[config.mk]
export PLATFORM = sky130hd
export DESIGN_NAME = port_status_poller
export DESIGN_NICKNAME = d
export VERILOG_FILES = /design/src/rtl/psp_pkg.sv /design/src/rtl/psp_ctrl.sv /design/src/rtl/psp_datapath.sv /design/src/rtl/port_status_poller.sv
export SDC_FILE = /design/constraint.sdc
export NUM_CORES = 1
export LEC_CHECK = 0
export BUFFER_PORTS_ARGS = -buffer_cell sky130_fd_sc_hd__clkbuf_2
export CAP_MARGIN = 20
export CORE_MARGIN = 4
export CORE_UTILIZATION = 30
export DETAILED_ROUTE_END_ITERATION = 8
export PLACE_DENSITY = 0.75
export SLEW_MARGIN = 20
export SYNTH_ARGS = -nofsm -noshare
export SYNTH_HDL_FRONTEND = slang
export SYNTH_SLANG_ARGS = --single-unit
[constraint.sdc]
create_clock -name clk -period 1.55 [get_ports clk]
set_clock_uncertainty 0.1 [all_clocks]
set_input_delay 0.0775 -clock clk [delete_from_list [all_inputs] [get_ports clk]]
set_output_delay 0.0775 -clock clk [all_outputs]
set_load 0.05 [all_outputs]
[src/rtl/psp_pkg.sv]
package psp_pkg;

  typedef enum logic [1:0] {
    ST_IDLE = 2'd0,
    ST_LINK = 2'd1,
    ST_DUP  = 2'd2,
    ST_SPD  = 2'd3
  } pollState_t;

  // strobes from control to datapath, already qualified by a good completion
  typedef struct packed {
    logic capLink;
    logic capDuplex;
    logic commit;
  } dpStrobe_t;

  typedef enum logic [1:0] {
    SPD_10   = 2'd0,
    SPD_100  = 2'd1,
    SPD_1000 = 2'd2,
    SPD_RSVD = 2'd3
  } speedCode_t;

  localparam int RATE_CNT = 3;

endpackage

[src/rtl/psp_ctrl.sv]
module psp_ctrl
  import psp_pkg::*;
#(
  parameter int          PAGE_W    = 8,
  parameter int          OFF_W     = 8,
  parameter logic [7:0]  STAT_PAGE = 8'h01,
  parameter logic [7:0]  LINK_OFF  = 8'h00,
  parameter logic [7:0]  DUP_OFF   = 8'h08,
  parameter logic [7:0]  SPD_OFF   = 8'h04
) (
  input  logic              clk,
  input  logic              rstN,
  input  logic              pollTick,
  input  logic              rdDone,
  input  logic              rdErr,
  output logic              rdReq,
  output logic [PAGE_W-1:0] rdPage,
  output logic [OFF_W-1:0]  rdOffset,
  output logic              rdWide,
  output dpStrobe_t         strb,
  output logic              pollOk,
  output logic              pollFail
);

  pollState_t state;
  pollState_t stateNext;
  logic       goodDone;
  logic       badDone;

  assign goodDone = rdReq && rdDone && !rdErr;
  assign badDone  = rdReq && rdDone && rdErr;

  always_comb begin
    stateNext = state;
    unique case (state)
      ST_IDLE: if (pollTick) stateNext = ST_LINK;
      ST_LINK: if (badDone) stateNext = ST_IDLE;
               else if (goodDone) stateNext = ST_DUP;
      ST_DUP:  if (badDone) stateNext = ST_IDLE;
               else if (goodDone) stateNext = ST_SPD;
      ST_SPD:  if (rdDone) stateNext = ST_IDLE;
      default: stateNext = ST_IDLE;
    endcase
  end

  always_ff @(posedge clk) begin
    if (!rstN) begin
      state    <= ST_IDLE;
      pollOk   <= 1'b0;
      pollFail <= 1'b0;
    end else begin
      state    <= stateNext;
      pollOk   <= goodDone && (state == ST_SPD);
      pollFail <= badDone;
    end
  end

  always_comb begin
    rdReq  = (state != ST_IDLE);
    rdPage = PAGE_W'(STAT_PAGE);
    rdWide = (state == ST_SPD);
    unique case (state)
      ST_DUP:  rdOffset = OFF_W'(DUP_OFF);
      ST_SPD:  rdOffset = OFF_W'(SPD_OFF);
      default: rdOffset = OFF_W'(LINK_OFF);
    endcase
    strb.capLink   = goodDone && (state == ST_LINK);
    strb.capDuplex = goodDone && (state == ST_DUP);
    strb.commit    = goodDone && (state == ST_SPD);
  end

  AST_PAGE_FIXED: assert property (@(posedge clk) disable iff (!rstN)
    rdReq |-> rdPage == PAGE_W'(STAT_PAGE));

  AST_ROUND_STARTS_LINK: assert property (@(posedge clk) disable iff (!rstN)
    (rdReq && !$past(rdReq)) |-> rdOffset == OFF_W'(LINK_OFF));

  AST_WIDE_ONLY_SPEED: assert property (@(posedge clk) disable iff (!rstN)
    (rdReq && rdWide) |-> rdOffset == OFF_W'(SPD_OFF));

  AST_OK_FAIL_EXCL: assert property (@(posedge clk) disable iff (!rstN)
    !(pollOk && pollFail));

  AST_FAIL_DROPS_REQ: assert property (@(posedge clk) disable iff (!rstN)
    pollFail |-> !rdReq);

endmodule

[src/rtl/psp_datapath.sv]
module psp_datapath
  import psp_pkg::*;
#(
  parameter int DATA_W   = 32,
  parameter int HALF_W   = 16,
  parameter int PORT_IDX = 8
) (
  input  logic                clk,
  input  logic                rstN,
  input  dpStrobe_t           strb,
  input  logic [DATA_W-1:0]   rdData,
  output logic                linkUp,
  output logic                fullDuplex,
  output logic [RATE_CNT-1:0] speedOneHot,
  output logic                speedUnknown
);

  localparam int SPD_LSB = 2 * PORT_IDX;

  logic [HALF_W-1:0]   halfWord;
  logic                linkStage;
  logic                dupStage;
  speedCode_t          spdCode;
  logic [RATE_CNT-1:0] rateDecoded;

  // 16-bit reads only look at the low half of the data bus
  assign halfWord = rdData[HALF_W-1:0];
  assign spdCode  = speedCode_t'(rdData[SPD_LSB +: 2]);

  for (genvar c = 0; c < RATE_CNT; c++) begin : g_rate
    assign rateDecoded[c] = (spdCode == speedCode_t'(c));
  end

  always_ff @(posedge clk) begin
    if (!rstN) begin
      linkStage <= 1'b0;
      dupStage  <= 1'b0;
    end else begin
      if (strb.capLink)   linkStage <= halfWord[PORT_IDX];
      if (strb.capDuplex) dupStage  <= halfWord[PORT_IDX];
    end
  end

  always_ff @(posedge clk) begin
    if (!rstN) begin
      linkUp       <= 1'b0;
      fullDuplex   <= 1'b0;
      speedOneHot  <= '0;
      speedUnknown <= 1'b0;
    end else if (strb.commit) begin
      linkUp       <= linkStage;
      fullDuplex   <= dupStage;
      speedOneHot  <= rateDecoded;
      speedUnknown <= (spdCode == SPD_RSVD);
    end
  end

  AST_RATE_ONEHOT: assert property (@(posedge clk) disable iff (!rstN)
    $onehot0(speedOneHot));

  AST_UNK_NO_RATE: assert property (@(posedge clk) disable iff (!rstN)
    speedUnknown |-> speedOneHot == '0);

endmodule

[src/rtl/port_status_poller.sv]
module port_status_poller
  import psp_pkg::*;
#(
  parameter int PORT_IDX = 8,
  parameter int DATA_W   = 32,
  parameter int PAGE_W   = 8,
  parameter int OFF_W    = 8
) (
  input  logic              clk,
  input  logic              rstN,
  input  logic              pollTick,
  output logic              rdReq,
  output logic [PAGE_W-1:0] rdPage,
  output logic [OFF_W-1:0]  rdOffset,
  output logic              rdWide,
  input  logic              rdDone,
  input  logic              rdErr,
  input  logic [DATA_W-1:0] rdData,
  output logic              linkUp,
  output logic              fullDuplex,
  output logic [2:0]        speedOneHot,
  output logic              speedUnknown,
  output logic              pollOk,
  output logic              pollFail
);

  dpStrobe_t strb;

  psp_ctrl #(
    .PAGE_W(PAGE_W),
    .OFF_W (OFF_W)
  ) u_ctrl (
    .clk     (clk),
    .rstN    (rstN),
    .pollTick(pollTick),
    .rdDone  (rdDone),
    .rdErr   (rdErr),
    .rdReq   (rdReq),
    .rdPage  (rdPage),
    .rdOffset(rdOffset),
    .rdWide  (rdWide),
    .strb    (strb),
    .pollOk  (pollOk),
    .pollFail(pollFail)
  );

  psp_datapath #(
    .DATA_W  (DATA_W),
    .PORT_IDX(PORT_IDX)
  ) u_dp (
    .clk         (clk),
    .rstN        (rstN),
    .strb        (strb),
    .rdData      (rdData),
    .linkUp      (linkUp),
    .fullDuplex  (fullDuplex),
    .speedOneHot (speedOneHot),
    .speedUnknown(speedUnknown)
  );

  AST_OUT_MOVE_WITH_OK: assert property (@(posedge clk) disable iff (!rstN)
    ({linkUp, fullDuplex, speedOneHot, speedUnknown} !=
     $past({linkUp, fullDuplex, speedOneHot, speedUnknown})) |-> pollOk);

  AST_OK_IS_PULSE: assert property (@(posedge clk) disable iff (!rstN)
    pollOk |=> !pollOk);

endmodule

* Word-level counts from Yosys, hierarchy flattened
Cells that the tools add are included.
** Storage, ports and cells
- Flip-flop bits (word level) :: 12
- Bits of input ports :: 37
- Output and inout bits :: 26
- Word-level logic and storage cells :: 38
** Cells by class
- Equal/unequal tests :: 10
- Multiplexer cells :: 8
- Reductions and logical operators :: 11
** Operators by type and width (number)
- $mux 2 :: 6
- $eq 2x2->1 const B :: 4
- $pmux 2 s4 :: 1
- $pmux 4 s2 :: 1
- $logic_and 1x1->1 :: 6
- $ne 3x1->1 const B :: 2
- $eq 2x1->1 const B :: 2
- $logic_not 2->1 :: 2
- $reduce_and 4->1 :: 1
- $ne 2x1->1 const B :: 1
- $ne 2x2->1 const B :: 1
- $reduce_bool 2->1 :: 1
- $logic_not 1->1 :: 1

* Longest topological paths before layout
- Word-level depth :: 6
- Mapped depth :: 4
- Depth with buffers taken out :: 2

* Hierarchy
From an unflattened synthesis, not the netlist that was laid out.
** Second synthesis, totals
- Cell total of the unflattened synthesis :: 66
- Area total of the unflattened synthesis :: 641.9 sq um
** Modules (own cells, without submodules)
- psp_datapath :: instances 1, cells an instance 30, area an instance 325.3 sq um, sequential area each 160.2 sq um
- psp_ctrl :: instances 1, cells an instance 36, area an instance 316.6 sq um, sequential area each 80.1 sq um

* Least setup slack after synthesis
No wires, ideal clock.
- Kind :: reg2reg
- From :: register u_ctrl.state[0]
- To :: register u_ctrl.pollFail
- Setup time :: 0.116 ns
- Arrival :: 1.043 ns
- Required time :: 1.334 ns
- Setup slack :: 0.291 ns
- Cell stages (with the launch flop) :: 3
- Buffers on the path :: 0
- Period minus slack after synthesis :: 1.259 ns
- Cell sequence :: dfxtp_1 or2_1 and4_1
** Between the ends
- Longest elaborated chain between the ends :: 3
** Ends and longest elaborated chain
- from (decl) :: line psp_ctrl.sv:25 : pollState_t state;
- from (signal assigned) :: line psp_ctrl.sv:52 : state <= stateNext;
- $reduce_bool 2->1 :: line psp_ctrl.sv:59 : rdReq = (state != ST_IDLE);
- via rdReq :: line port_status_poller.sv:12 : output logic rdReq,
- $logic_and 1x1->1 (2 in a row) :: line psp_ctrl.sv:31 : assign badDone = rdReq && rdDone && rdErr;
- to (signal assigned) :: line psp_ctrl.sv:54 : pollFail <= badDone;
- to (decl) :: line psp_ctrl.sv:22 : output logic pollFail
The timed path passes the listed nets, and every way through them passes these cells.
A chain may end at the register's enable or synchronous reset.

* Worst setup path in the final report
- From :: input port rdData[16]
- To :: register u_dp.speedUnknown
** Between the ends
- Longest elaborated chain between the ends :: 1
** Ends and longest elaborated chain
- from (decl) :: line port_status_poller.sv:18 : input logic [DATA_W-1:0] rdData,
- $eq 2x2->1 :: line psp_datapath.sv:54 : speedUnknown <= (spdCode == SPD_RSVD);
- to (signal assigned) :: line psp_datapath.sv:54
- to (decl) :: line psp_datapath.sv:15 : output logic speedUnknown
Every way passes these cells.

==> results.md <==
* Result of the run: completed
* Area leader, netlist: sky130_fd_sc_hd__dfxtp_1
* Critical Path Start Type: input pin
* Drt first pass iters at 1
* P_leak at 0.353 nW
* Commonest register cell after synthesis: sky130_fd_sc_hd__dfxtp_1
* Post-CTS Setup Repair Bufs at 0
* Clock Latency Late Sink at 0.26 ns
* Mapped Avg Cell Area at 9.48 µm²
* Area growth from synthesis to layout at 18.8%
* Final HPWL DP at 804 µm
* Kind of critical path: input pin to register
* Antenna violations before repair at 0
* Amount of wire on met2 after detailed routing at 473 µm
* Overall power at 704 µW
* Largest vdd supply drop at 277 µV
* DRT antenna net count at 0
* Initial standard-cell utilization of the core at 32.2%
* Worst-case clock buffer depth at 2
* Post-route clock period utilization at 90.1%
* Main area contributors after synthesis: sky130_fd_sc_hd__dfxtp_1, sky130_fd_sc_hd__buf_4, sky130_fd_sc_hd__mux2i_1, sky130_fd_sc_hd__nand2_1, sky130_fd_sc_hd__and2_1
* Via density at 4.17
* Critical Path End Type: register
* Crit-path cells: dlygate4sd3_1 > clkbuf_2 > nand3_1 > dlygate4sd3_1 > mux2i_1
* Share of the synthesized area in the top cell type at 37.3%
* CTS tree: yes
* Biggest cell delay along the critical path at 0.57 ns
* WL met3 at 134 µm
* Syn. warnings at 0
* Post-synth top cells: sky130_fd_sc_hd__buf_4, sky130_fd_sc_hd__dfxtp_1, sky130_fd_sc_hd__nand2_1
* Maximum fanout along the worst path at 4
* Clk root buf: sky130_fd_sc_hd__clkbuf_4
* H-tree levels at 1
* Count of flip-flops with a built-in enable after synthesis at 0
* RD Place Congestion at 0.618
* DRC violation count after routing at 0
* Total power per unit cell area at 919 mW/mm²
* Per-cell routed wire length at 9.34 µm
* Vias in the first global route at 371
* Max-slew violation count at 0
* Crit path max-delay cell type: sky130_fd_sc_hd__dlygate4sd3_1
* Number of unique standard cell types used by synthesis at 21
* Family with the most delay on the worst path: buffers and inverters
* Number of port buffers at 19
* Arrival time at the worst endpoint at 1.50 ns
* Synthesized flop and latch total at 12
* Netlist area before placement at 644 µm²
* Number of maximum-capacitance violations at 0
* Maximum achievable frequency at 0.716 GHz
* Vias post-DR at 488
* Ant. Diodes at 0
* Number of CTS-inserted buffers at 3
* Setup repair after global routing missed its margin: false
* Most common cell type on the critical path: sky130_fd_sc_hd__dlygate4sd3_1
* Area of the core region at 0.00200 mm²
* Number of standard-cell rows in the floorplan at 16
* Total global routing track utilization at 7.45%
* Min Tclk post-route at 1.40 ns
* Highest metal used: met4
* # clock sinks at 12
* Fraction of registers with async set/reset at 0%
* Iter 0 DRT Violations at 0
* Overall overflow remaining after global route at 0
* HP Class: input pin to register
* Proportion of synthesized chip area in sequential cells at 37.3%
* Combined buffer and inverter count along the critical path at 3
* Count of nets after finishing at 128
* Synthesized netlist cell count at 68
* Total length of routed wires at 1090 µm
* Count of endpoints failing hold in the final timing report at 0
* Most frequent cell after synthesis: sky130_fd_sc_hd__buf_4
* Die outline area at 0.00295 mm²
* Met1 Wirelength at 474 µm
* Die Span Y at 54.3 µm
* Proportion of layout cells with a drive suffix above 1 at 27.8%
* Data required time of the worst path at 1.65 ns
* Largest net degree at the start of global routing at 19
* Overall die width at 54.3 µm
* Boundary Pins at 63
* Setup-failing EPs final at 0
* Clock-pin transition on the worst setup and hold timing paths at 0.07 ns
* Final-layout setup total negative slack at 0 ns
* Global-route wire length before repair at 1580 µm
metal layers:
metal / up-vias / GRT usage [%]
li1: 245 / -
met3: 2 / 3.00
met2: 24 / 11.4
met4: 0 / 3.73
met5: - / 0
met1: 217 / 8.94
kinds of logic (layout without fill, tap and decap cells):
kind of cell | Yosys count | count (layout) | synth area share (%)
DFF | 12 | 12 | 37.3
and+or+nand+nor | 26 | 26 | 25.4
other | 2 | 14 | 1.17
buffers and inverters | 17 | 27 | 20.0
AOI/OAI and AO/OA | 3 | 3 | 3.69
muxes | 8 | 8 | 12.4
path summary, 6_finish.rpt:
check                           start             endpoint  slack [ns]  cells after the start
setup / recovery           rdData[16]    u_dp.speedUnknown        0.15                      5
hold / removal                  rdErr      u_ctrl.pollFail       0.009                      2
setup reg to reg      u_ctrl.state[1]  u_dp.speedOneHot[1]        0.21                      2
hold reg to reg   u_dp.speedOneHot[2]  u_dp.speedOneHot[2]        0.36                      2
registers in the layout (all words and copies together), names as in the netlist:
name               flops
u_dp.speedOneHot       3
u_ctrl.state           2
u_ctrl.pollFail        1
u_ctrl.pollOk          1
u_dp.dupStage          1
u_dp.fullDuplex        1
u_dp.linkStage         1
u_dp.linkUp            1
u_dp.speedUnknown      1
cell type report:
| type | instances | area, µm² |
|---|---|---|
| Timing Repair Buffer | 23 | 135 |
| Tap cell | 27 | 33.8 |
| Fill cell | 212 | 1240 |
| Clock buffer | 4 | 36.3 |
| Multi-Input combinational cell | 51 | 320 |
| Sequential cell | 12 | 240 |
stage by stage:
stage / hold slack, ns / utilization [%] / worst slack, ns / instance area, µm² / std cells
floorplan: 0.131 / - / 0.291 / 689 / 80
global placement: 0.261 / 34.4 / 0.260 / 689 / 109
detailed placement: 0.255 / 34.4 / 0.211 / 689 / 109
CTS: 0.00199 / 38.3 / 0.175 / 766 / 117
global route: 0.0235 / 38.3 / 0.0922 / 766 / 117
finish: 0.00918 / 38.3 / 0.154 / 766 / 117
repair_timing:
item / in CTS / in global routing
hold buffers: 4 / 0
resized for setup: 0 / 0
endpoints found under the hold margin: 5 / 0
cells in the final DEF (no fill, tap or decap):
master                          count
sky130_fd_sc_hd__a22o_1             1
sky130_fd_sc_hd__and2_1             4
sky130_fd_sc_hd__and2b_1            1
sky130_fd_sc_hd__and3b_1            1
sky130_fd_sc_hd__and4_1             1
sky130_fd_sc_hd__and4b_1            1
sky130_fd_sc_hd__and4bb_2           2
sky130_fd_sc_hd__clkbuf_2          19
sky130_fd_sc_hd__clkbuf_4           3
sky130_fd_sc_hd__clkbuf_8           1
sky130_fd_sc_hd__conb_1            14
sky130_fd_sc_hd__dfxtp_1           12
sky130_fd_sc_hd__dlygate4sd3_1      4
sky130_fd_sc_hd__mux2i_1            8
sky130_fd_sc_hd__nand2_1           10
sky130_fd_sc_hd__nand3_1            1
sky130_fd_sc_hd__nand3b_1           2
sky130_fd_sc_hd__nor2b_1            1
sky130_fd_sc_hd__o21ai_0            1
sky130_fd_sc_hd__o311a_1            1
sky130_fd_sc_hd__or2_1              1
sky130_fd_sc_hd__or3b_1             1
power breakdown:
part | switching [mW] | total (mW) | internal, mW
Sequential | 0.00703 | 0.320 | 0.313
Combinational | 0.115 | 0.145 | 0.0296
Clock | 0.0961 | 0.239 | 0.143
No activity file was read; power rests on OpenSTA's default activity.
